[config.mk]
export PLATFORM = sky130hd
export DESIGN_NAME = voice_osc
export DESIGN_NICKNAME = d
export VERILOG_FILES = /design/src/rtl/voice_pkg.sv /design/src/rtl/phase_accum.sv /design/src/rtl/noise_lfsr.sv /design/src/rtl/wave_shaper.sv /design/src/rtl/voice_osc.sv
export SDC_FILE = /design/constraint.sdc
export NUM_CORES = 1
export LEC_CHECK = 0
export BUFFER_PORTS_ARGS = -buffer_cell sky130_fd_sc_hd__buf_2
export CAP_MARGIN = 25
export CORE_ASPECT_RATIO = 0.8
export CORE_MARGIN = 2
export CORE_UTILIZATION = 58
export CTS_CLUSTER_SIZE = 16
export DETAILED_ROUTE_END_ITERATION = 12
export PLACE_DENSITY = 0.9
export SYNTH_ARGS = -nofsm -noshare
export SYNTH_HDL_FRONTEND = slang
export SYNTH_SLANG_ARGS = --single-unit
export TNS_END_PERCENT = 5
[constraint.sdc]
create_clock -name clk -period 2.98 [get_ports clk]
set_input_delay 0 -clock clk [delete_from_list [all_inputs] [get_ports clk]]
set_output_delay 0 -clock clk [all_outputs]
set_load 0.03 [all_outputs]
[src/rtl/voice_pkg.sv]
`timescale 1ns/1ps
// voice_pkg: shared widths and waveform codes for the voice oscillator.
// Assumes the select encoding below is fixed by the register map upstream.
package voice_pkg;
    localparam int PHASE_W = 24;
    localparam int STEP_W  = 16;
    localparam int SAMP_W  = 12;
    localparam int NOISE_W = 23;

    typedef enum logic [1:0] {
        WAVE_TRI   = 2'd0,
        WAVE_RAMP  = 2'd1,
        WAVE_PULSE = 2'd2,
        WAVE_NOISE = 2'd3
    } wave_sel_e;
endpackage

[src/rtl/phase_accum.sv]
`timescale 1ns/1ps
// phase_accum: free-running phase register advanced by a step word per tick.
// Exposes the top OUT_W phase bits and a strobe for a 0->1 edge of MARK_BIT.
// Assumes STEP_W < PHASE_W and tick is one clock wide per sample period.
module phase_accum #(
    parameter int PHASE_W  = 24,
    parameter int STEP_W   = 16,
    parameter int OUT_W    = 12,
    parameter int MARK_BIT = 19
) (
    input  logic              clk,
    input  logic              rst_n,
    input  logic              tick,
    input  logic [STEP_W-1:0] step,
    output logic [OUT_W-1:0]  phase_hi,
    output logic              mark_rise
);
    localparam int PAD_W = PHASE_W - STEP_W;

    logic [PHASE_W-1:0] phase_q;
    logic [PHASE_W-1:0] phase_nxt;

    // Next phase: modular add of the zero-extended step.
    always_comb begin
        phase_nxt = phase_q + {{PAD_W{1'b0}}, step};
    end

    // Phase register: cleared on reset, advanced only on tick.
    always_ff @(posedge clk) begin
        if (!rst_n)
            phase_q <= '0;
        else if (tick)
            phase_q <= phase_nxt;
    end

    assign phase_hi  = phase_q[PHASE_W-1 -: OUT_W];
    assign mark_rise = tick && !phase_q[MARK_BIT] && phase_nxt[MARK_BIT];

    // Phase moves by exactly the step on a tick.
    assert_step_R2: assert property (@(posedge clk) disable iff (!rst_n)
        tick |=> phase_q == $past(phase_q) + {{PAD_W{1'b0}}, $past(step)});

    // Phase holds between ticks.
    assert_idle_R3: assert property (@(posedge clk) disable iff (!rst_n)
        !tick |=> $stable(phase_q));
endmodule

[src/rtl/noise_lfsr.sv]
`timescale 1ns/1ps
// noise_lfsr: Fibonacci shift register producing the noise byte.
// Shifts left on 'shift' with feedback TAP_A ^ TAP_B into bit 0.
// Assumes W >= 21 so all picked bit positions exist; SEED must be nonzero.
module noise_lfsr #(
    parameter int           W     = 23,
    parameter int           TAP_A = 22,
    parameter int           TAP_B = 17,
    parameter logic [W-1:0] SEED  = 23'h7FFFF8
) (
    input  logic       clk,
    input  logic       rst_n,
    input  logic       shift,
    output logic [7:0] noise_byte
);
    localparam int PICK_N = 8;
    localparam int PICK [PICK_N] = '{20, 18, 14, 11, 9, 5, 2, 0};

    logic [W-1:0] state_q;

    // Shift register: seeded on reset, advanced on a shift strobe.
    always_ff @(posedge clk) begin
        if (!rst_n)
            state_q <= SEED;
        else if (shift)
            state_q <= {state_q[W-2:0], state_q[TAP_A] ^ state_q[TAP_B]};
    end

    // Scatter-pick eight state bits, first pick landing in the MSB.
    for (genvar g = 0; g < PICK_N; g++) begin : g_pick
        assign noise_byte[PICK_N-1-g] = state_q[PICK[g]];
    end

    // Register never reaches the all-zero lock-up state.
    assert_live_R7: assert property (@(posedge clk) disable iff (!rst_n)
        state_q != '0);

    // Register holds unless told to shift.
    assert_hold_R7: assert property (@(posedge clk) disable iff (!rst_n)
        !shift |=> $stable(state_q));
endmodule

[src/rtl/wave_shaper.sv]
`timescale 1ns/1ps
// wave_shaper: combinational waveform select from the top phase bits.
// Assumes OUT_W >= 8 (noise fills the top byte, the rest is zero padding).
module wave_shaper
    import voice_pkg::*;
#(
    parameter int OUT_W = 12
) (
    input  logic [OUT_W-1:0] phase_hi,
    input  logic [OUT_W-1:0] width,
    input  logic [7:0]       noise_byte,
    input  wave_sel_e        sel,
    input  logic             en,
    output logic [OUT_W-1:0] wave
);
    localparam int PAD_W = OUT_W - 8;

    logic [OUT_W-1:0] tri_w;
    logic [OUT_W-1:0] pulse_w;
    logic [OUT_W-1:0] noise_w;

    // Triangle: doubled ramp, folded by the phase MSB.
    always_comb begin
        tri_w = {phase_hi[OUT_W-2:0], 1'b0} ^ {OUT_W{phase_hi[OUT_W-1]}};
    end

    // Pulse: full scale while phase is below the width word.
    always_comb begin
        pulse_w = (phase_hi < width) ? '1 : '0;
    end

    // Noise: picked byte in the MSBs, zero below.
    always_comb begin
        noise_w = {noise_byte, {PAD_W{1'b0}}};
    end

    // Output select with voice mute.
    always_comb begin
        if (!en) begin
            wave = '0;
        end else begin
            unique case (sel)
                WAVE_TRI:   wave = tri_w;
                WAVE_RAMP:  wave = phase_hi;
                WAVE_PULSE: wave = pulse_w;
                WAVE_NOISE: wave = noise_w;
                default:    wave = '0;
            endcase
        end
    end

    // Pulse output is only ever full scale or zero.
    always_comb begin
        if (en && sel == WAVE_PULSE)
            assert_pulse_level_R6: assert (wave == '0 || wave == '1);
    end

    // Noise low padding stays zero.
    always_comb begin
        if (en && sel == WAVE_NOISE)
            assert_noise_pad_R7: assert (wave[PAD_W-1:0] == '0);
    end
endmodule

[src/rtl/voice_osc.sv]
`timescale 1ns/1ps
// voice_osc: one voice oscillator. Phase accumulator, noise register and
// waveform shaper, with the selected sample registered on each tick.
// Assumes inputs are synchronous to clk and tick is a one-cycle strobe.
module voice_osc
    import voice_pkg::*;
#(
    parameter int PHASE_W  = voice_pkg::PHASE_W,
    parameter int STEP_W   = voice_pkg::STEP_W,
    parameter int SAMP_W   = voice_pkg::SAMP_W,
    parameter int NOISE_W  = voice_pkg::NOISE_W,
    parameter int MARK_BIT = 19
) (
    input  logic              clk,
    input  logic              rst_n,
    input  logic              tick,
    input  logic [STEP_W-1:0] freq,
    input  logic [SAMP_W-1:0] pw,
    input  logic [1:0]        wsel,
    input  logic              voice_en,
    output logic [SAMP_W-1:0] sample
);
    logic [SAMP_W-1:0] phase_hi;
    logic              mark_rise;
    logic [7:0]        noise_byte;
    logic [SAMP_W-1:0] wave;
    logic [SAMP_W-1:0] sample_q;

    phase_accum #(
        .PHASE_W (PHASE_W),
        .STEP_W  (STEP_W),
        .OUT_W   (SAMP_W),
        .MARK_BIT(MARK_BIT)
    ) u_accum (
        .clk      (clk),
        .rst_n    (rst_n),
        .tick     (tick),
        .step     (freq),
        .phase_hi (phase_hi),
        .mark_rise(mark_rise)
    );

    noise_lfsr #(
        .W    (NOISE_W),
        .TAP_A(22),
        .TAP_B(17),
        .SEED (NOISE_W'(23'h7FFFF8))
    ) u_noise (
        .clk       (clk),
        .rst_n     (rst_n),
        .shift     (mark_rise),
        .noise_byte(noise_byte)
    );

    wave_shaper #(
        .OUT_W(SAMP_W)
    ) u_shape (
        .phase_hi  (phase_hi),
        .width     (pw),
        .noise_byte(noise_byte),
        .sel       (wave_sel_e'(wsel)),
        .en        (voice_en),
        .wave      (wave)
    );

    // Output sample register: captures the pre-update wave on each tick.
    always_ff @(posedge clk) begin
        if (!rst_n)
            sample_q <= '0;
        else if (tick)
            sample_q <= wave;
    end

    assign sample = sample_q;

    // A muted tick yields a silent sample.
    assert_mute_R8: assert property (@(posedge clk) disable iff (!rst_n)
        (tick && !voice_en) |=> sample == '0);

    // Sample holds between ticks.
    assert_sample_hold_R3: assert property (@(posedge clk) disable iff (!rst_n)
        !tick |=> $stable(sample));
endmodule

==> impl_metrics.prom <==
# TYPE chip_impl_metric gauge
chip_impl_metric{name="critical_path_peak_fanout",unit=""} 26
chip_impl_info{name="synth_top_family_by_area",value="compound AO/OA/AOI/OAI gates"} 1
chip_impl_metric{name="nets_final",unit=""} 549
chip_impl_info{name="synthTopCellsByArea",value="sky130_fd_sc_hd__dfxtp_1 32%, sky130_fd_sc_hd__ha_1 9.3%, sky130_fd_sc_hd__mux2i_1 7.7%"} 1
chip_impl_metric{name="cts-root-to-sink-buffers",unit=""} 2
chip_impl_info{name="clock_tree.root_cell",value="sky130_fd_sc_hd__clkbuf_8"} 1
chip_impl_metric{name="numCtsBuffers",unit=""} 9
chip_impl_metric{name="ff2ff_setup_slack",unit="ns"} 0.51
chip_impl_metric{name="gr-usage-met2",unit="%"} 45.2
chip_impl_info{name="crit_start",value="u_accum.phase_q[14]"} 1
chip_impl_metric{name="numPlacedInstances",unit=""} 556
chip_impl_metric{name="post_synth_mux_area_share",unit="%"} 8.02
chip_impl_metric{name="timing.setup.tns",unit="ns"} 0
chip_impl_metric{name="core",unit="µm²"} 5970
chip_impl_metric{name="grt-ovfl-total",unit=""} 0
chip_impl_metric{name="skew",unit="ns"} 0.00627
chip_impl_metric{name="drc",unit=""} 0
chip_impl_metric{name="antenna-diode-count",unit=""} 0
chip_impl_metric{name="grt_antenna_before_repair",unit=""} 0
chip_impl_metric{name="peak_per_stage_delay_on_the_critical_path",unit="ns"} 0.48
chip_impl_metric{name="tritoncts_num_sinks",unit=""} 59
chip_impl_metric{name="dr_vias",unit=""} 3421
chip_impl_metric{name="yosysSeqAreaShare",unit="%"} 32.5
chip_impl_metric{name="timing.critical_path.required",unit="ns"} 3.19
chip_impl_metric{name="synth_nets",unit=""} 514
chip_impl_info{name="regToRegStartpoint",value="u_accum.phase_q[14]"} 1
chip_impl_info{name="most-common-layout-cells",value="66 x sky130_fd_sc_hd__nand2_1, 59 x sky130_fd_sc_hd__dfxtp_1, 47 x sky130_fd_sc_hd__a21oi_1"} 1
chip_impl_metric{name="wire_length_per_cell",unit="µm"} 15.1
chip_impl_info{name="hold_start",value="freq[0]"} 1
chip_impl_metric{name="timing.final.hold_violations",unit=""} 0
chip_impl_metric{name="hold_slack",unit="ns"} 0.0227
chip_impl_info{name="tritoncts",value="yes"} 1
chip_impl_metric{name="static_leakage_power",unit="µW"} 0.00184
chip_impl_metric{name="maxClockFrequency",unit="GHz"} 0.405
chip_impl_metric{name="power_per_cell_area",unit="nW/µm²"} 509
chip_impl_metric{name="detailedRoute.firstIterationViolations",unit=""} 290
chip_impl_metric{name="grt_max_degree",unit=""} 39
chip_impl_metric{name="numPortBuffers",unit=""} 45
chip_impl_metric{name="first_pass_grt_wire_length",unit="mm"} 14.2
chip_impl_metric{name="synth_enable_flop_cells",unit=""} 0
chip_impl_metric{name="worst_ep_arrival_time",unit="ns"} 2.68
chip_impl_info{name="global_route.peak_usage_layer",value="met2"} 1
chip_impl_metric{name="grt_pass1_vias",unit=""} 3163
chip_impl_metric{name="syn-cell-area",unit="µm²"} 3630
chip_impl_info{name="cell_by_cell_trace_of_the_critical_path",value="ha_1, and4_1, and3_4, nand2_2, a31oi_4, buf_4, mux2i_1, nand2_1"} 1
chip_impl_metric{name="gpl.final_weighted_congestion",unit=""} 0.892
chip_impl_metric{name="synth_top_cell_area_share",unit="%"} 32.5
chip_impl_info{name="yosys_most_used_dff",value="sky130_fd_sc_hd__dfxtp_1"} 1
chip_impl_info{name="crit_type",value="flip-flop to flip-flop"} 1
chip_impl_metric{name="cts.htree.levels",unit=""} 3
chip_impl_metric{name="final_layout_size_suffix_gt1_share",unit="%"} 15.2
chip_impl_metric{name="yosys.area_share.simple",unit="%"} 17.7
chip_impl_metric{name="dp_hpwl",unit="mm"} 6.17
chip_impl_metric{name="initial_utilization",unit="%"} 60.8
chip_impl_metric{name="wirelength",unit="mm"} 8.63
chip_impl_metric{name="grt.met3_usage",unit="%"} 7.41
chip_impl_info{name="synth_top_area_cell",value="sky130_fd_sc_hd__dfxtp_1"} 1
chip_impl_metric{name="synthAdderAreaFrac",unit="%"} 9.85
chip_impl_metric{name="syn_avg_cell_area",unit="µm²"} 8.04
chip_impl_metric{name="clk_transition_reported_paths",unit="ns"} 0.07
chip_impl_metric{name="vdd.ir_drop.worst",unit="mV"} 0.266
chip_impl_metric{name="max_cap_viol_count",unit=""} 0
chip_impl_info{name="crit_path_start_kind",value="flip-flop"} 1
chip_impl_metric{name="ys_warn_count",unit=""} 0
chip_impl_metric{name="number_of_core_rows",unit=""} 25
chip_impl_info{name="crit_path_end_kind",value="flip-flop"} 1
chip_impl_metric{name="fin_crit",unit="ns"} 2.47
chip_impl_metric{name="ffs_latches_synth",unit=""} 59
chip_impl_metric{name="final-setup-viol-count",unit=""} 0
chip_impl_metric{name="detail_route.vias_per_cell",unit=""} 5.97
chip_impl_metric{name="floorplan.io_pins",unit=""} 46
chip_impl_metric{name="area_growth_synth_to_finish",unit="%"} 11.4
chip_impl_metric{name="global_route.usage.met1",unit="%"} 31.4
chip_impl_metric{name="die-width",unit="µm"} 92.5
chip_impl_info{name="mostFrequentLayoutCell",value="sky130_fd_sc_hd__nand2_1"} 1
chip_impl_metric{name="die_height",unit="µm"} 74.8
chip_impl_metric{name="layoutNonFillerInstCount",unit=""} 573
chip_impl_info{name="worstHoldPathType",value="input port to flip-flop"} 1
chip_impl_metric{name="detailedRoute.firstPassIterationCount",unit=""} 6
chip_impl_metric{name="nFillCells",unit=""} 486
chip_impl_metric{name="die_area",unit="µm²"} 6920
chip_impl_info{name="outcome",value="complete, no violations"} 1
chip_impl_metric{name="worst_slew_margin",unit="%"} 65.7
chip_impl_metric{name="power.total",unit="µW"} 2060
chip_impl_metric{name="synth-compound-area-share",unit="%"} 19.2
chip_impl_metric{name="synth_async_sr_flop_share",unit="%"} 0
chip_impl_metric{name="track_usage",unit="%"} 26.1
chip_impl_metric{name="finish.utilization",unit="%"} 67.7
chip_impl_metric{name="clk-insertion-delay-late",unit="ns"} 0.34
chip_impl_metric{name="synth_xor_xnor_area_share",unit="%"} 6.99
chip_impl_info{name="grt_setup_unrepaired",value="false"} 1
chip_impl_metric{name="slew_violations",unit=""} 0
chip_impl_metric{name="route.antenna.remaining_nets",unit=""} 0
chip_impl_metric{name="worst_pin_slew",unit="ns"} 0.514
chip_impl_info{name="critPathSlowestCell",value="sky130_fd_sc_hd__ha_1"} 1
chip_impl_metric{name="post-route-period-util",unit="%"} 82.8
chip_impl_metric{name="post_synth_cell_types",unit=""} 46
chip_impl_metric{name="synthesis.instances",unit=""} 452
Yosys cell counts (2+ instances only):
cell                       instances
sky130_fd_sc_hd__a211o_1           2
sky130_fd_sc_hd__a211oi_1          3
sky130_fd_sc_hd__a21o_1            8
sky130_fd_sc_hd__a21oi_1          47
sky130_fd_sc_hd__a31oi_1           2
sky130_fd_sc_hd__and3_1            2
sky130_fd_sc_hd__buf_2             8
sky130_fd_sc_hd__clkbuf_1         16
sky130_fd_sc_hd__dfxtp_1          59
sky130_fd_sc_hd__ha_1             27
sky130_fd_sc_hd__inv_1            21
sky130_fd_sc_hd__mux2i_1          28
sky130_fd_sc_hd__nand2_1          66
sky130_fd_sc_hd__nand2b_1          7
sky130_fd_sc_hd__nand3_1          15
sky130_fd_sc_hd__nand4_1           7
sky130_fd_sc_hd__nor2_1           30
sky130_fd_sc_hd__nor3b_1           3
sky130_fd_sc_hd__o211ai_1          5
sky130_fd_sc_hd__o21ai_0          17
sky130_fd_sc_hd__o21ai_1          26
sky130_fd_sc_hd__or2_2             2
sky130_fd_sc_hd__xnor2_1          14
sky130_fd_sc_hd__xor2_1           15
final cells by class:
type | count | area (µm²) | area share (%)
Multi-Input combinational cell | 345 | 2240 | 55.5
Sequential cell | 59 | 1180 | 29.2
Timing Repair Buffer | 51 | 273 | 6.74
Clock buffer | 10 | 128 | 3.15
Tap cell | 81 | 101 | 2.50
Inverter | 21 | 78.8 | 1.95
Clock inverter | 6 | 41.3 | 1.02
where the power goes:
group          switching [µW]  internal [µW]  total [µW]
Sequential               40.0            833         873
Clock                     336            301         637
Combinational             328            221         549
metal layers:
metal	routed length, µm	up-vias
li1	-	1644
met1	3700	1611
met3	667	19
met4	175	0
met5	0	-
met2	4080	147
state kept, by name, indices dropped and copies added (netlist names):
signal and count:
u_accum.phase_q 24, u_noise.state_q 23, sample 12
critical path, delay by kind of cell (launching register included):
kind	cells	cell delay, ns
AO/OA/AOI/OAI	1	0.19
adder cells (fa/ha/maj)	1	0.48
buffers and inverters	1	0.36
flip-flops	1	0.36
multiplexers	1	0.24
AND/OR/NAND/NOR	4	0.71
path summary, 6_finish.rpt:
path | to | cells past startpoint
worst max-delay path | u_noise.state_q[15] | 8
worst min-delay path | u_accum.phase_q[0] | 4
worst max register to register | u_noise.state_q[15] | 8
worst min register to register | sample[1] | 2
through the flow:
| stage | cell area (µm²) | worst slack, ns |
|---|---|---|
| 2_1_floorplan | 3630 | 0.809 |
| 3_3_place_gp | 3870 | 0.639 |
| 3_5_place_dp | 3870 | 0.596 |
| 4_1_cts | 4050 | 0.542 |
| 5_1_grt | 4050 | 0.408 |
| 6_report | 4050 | 0.512 |
cell families (layout without fill, tap and decap cells):
logic type      count (synthesis)  in the layout
mux                            29             29
fa+ha+maj                      28             28
buf+inv                        48             88
xor+xnor                       29             29
simple gates                  140            140
flops                          59             59
compound gates                119            119
repair_timing:
item,CTS,global route
setup buffers,0,0
gates resized for setup,0,0
hold endpoints to repair,1,0
hold buffers,1,0
No activity file was read; power rests on OpenSTA's default activity.
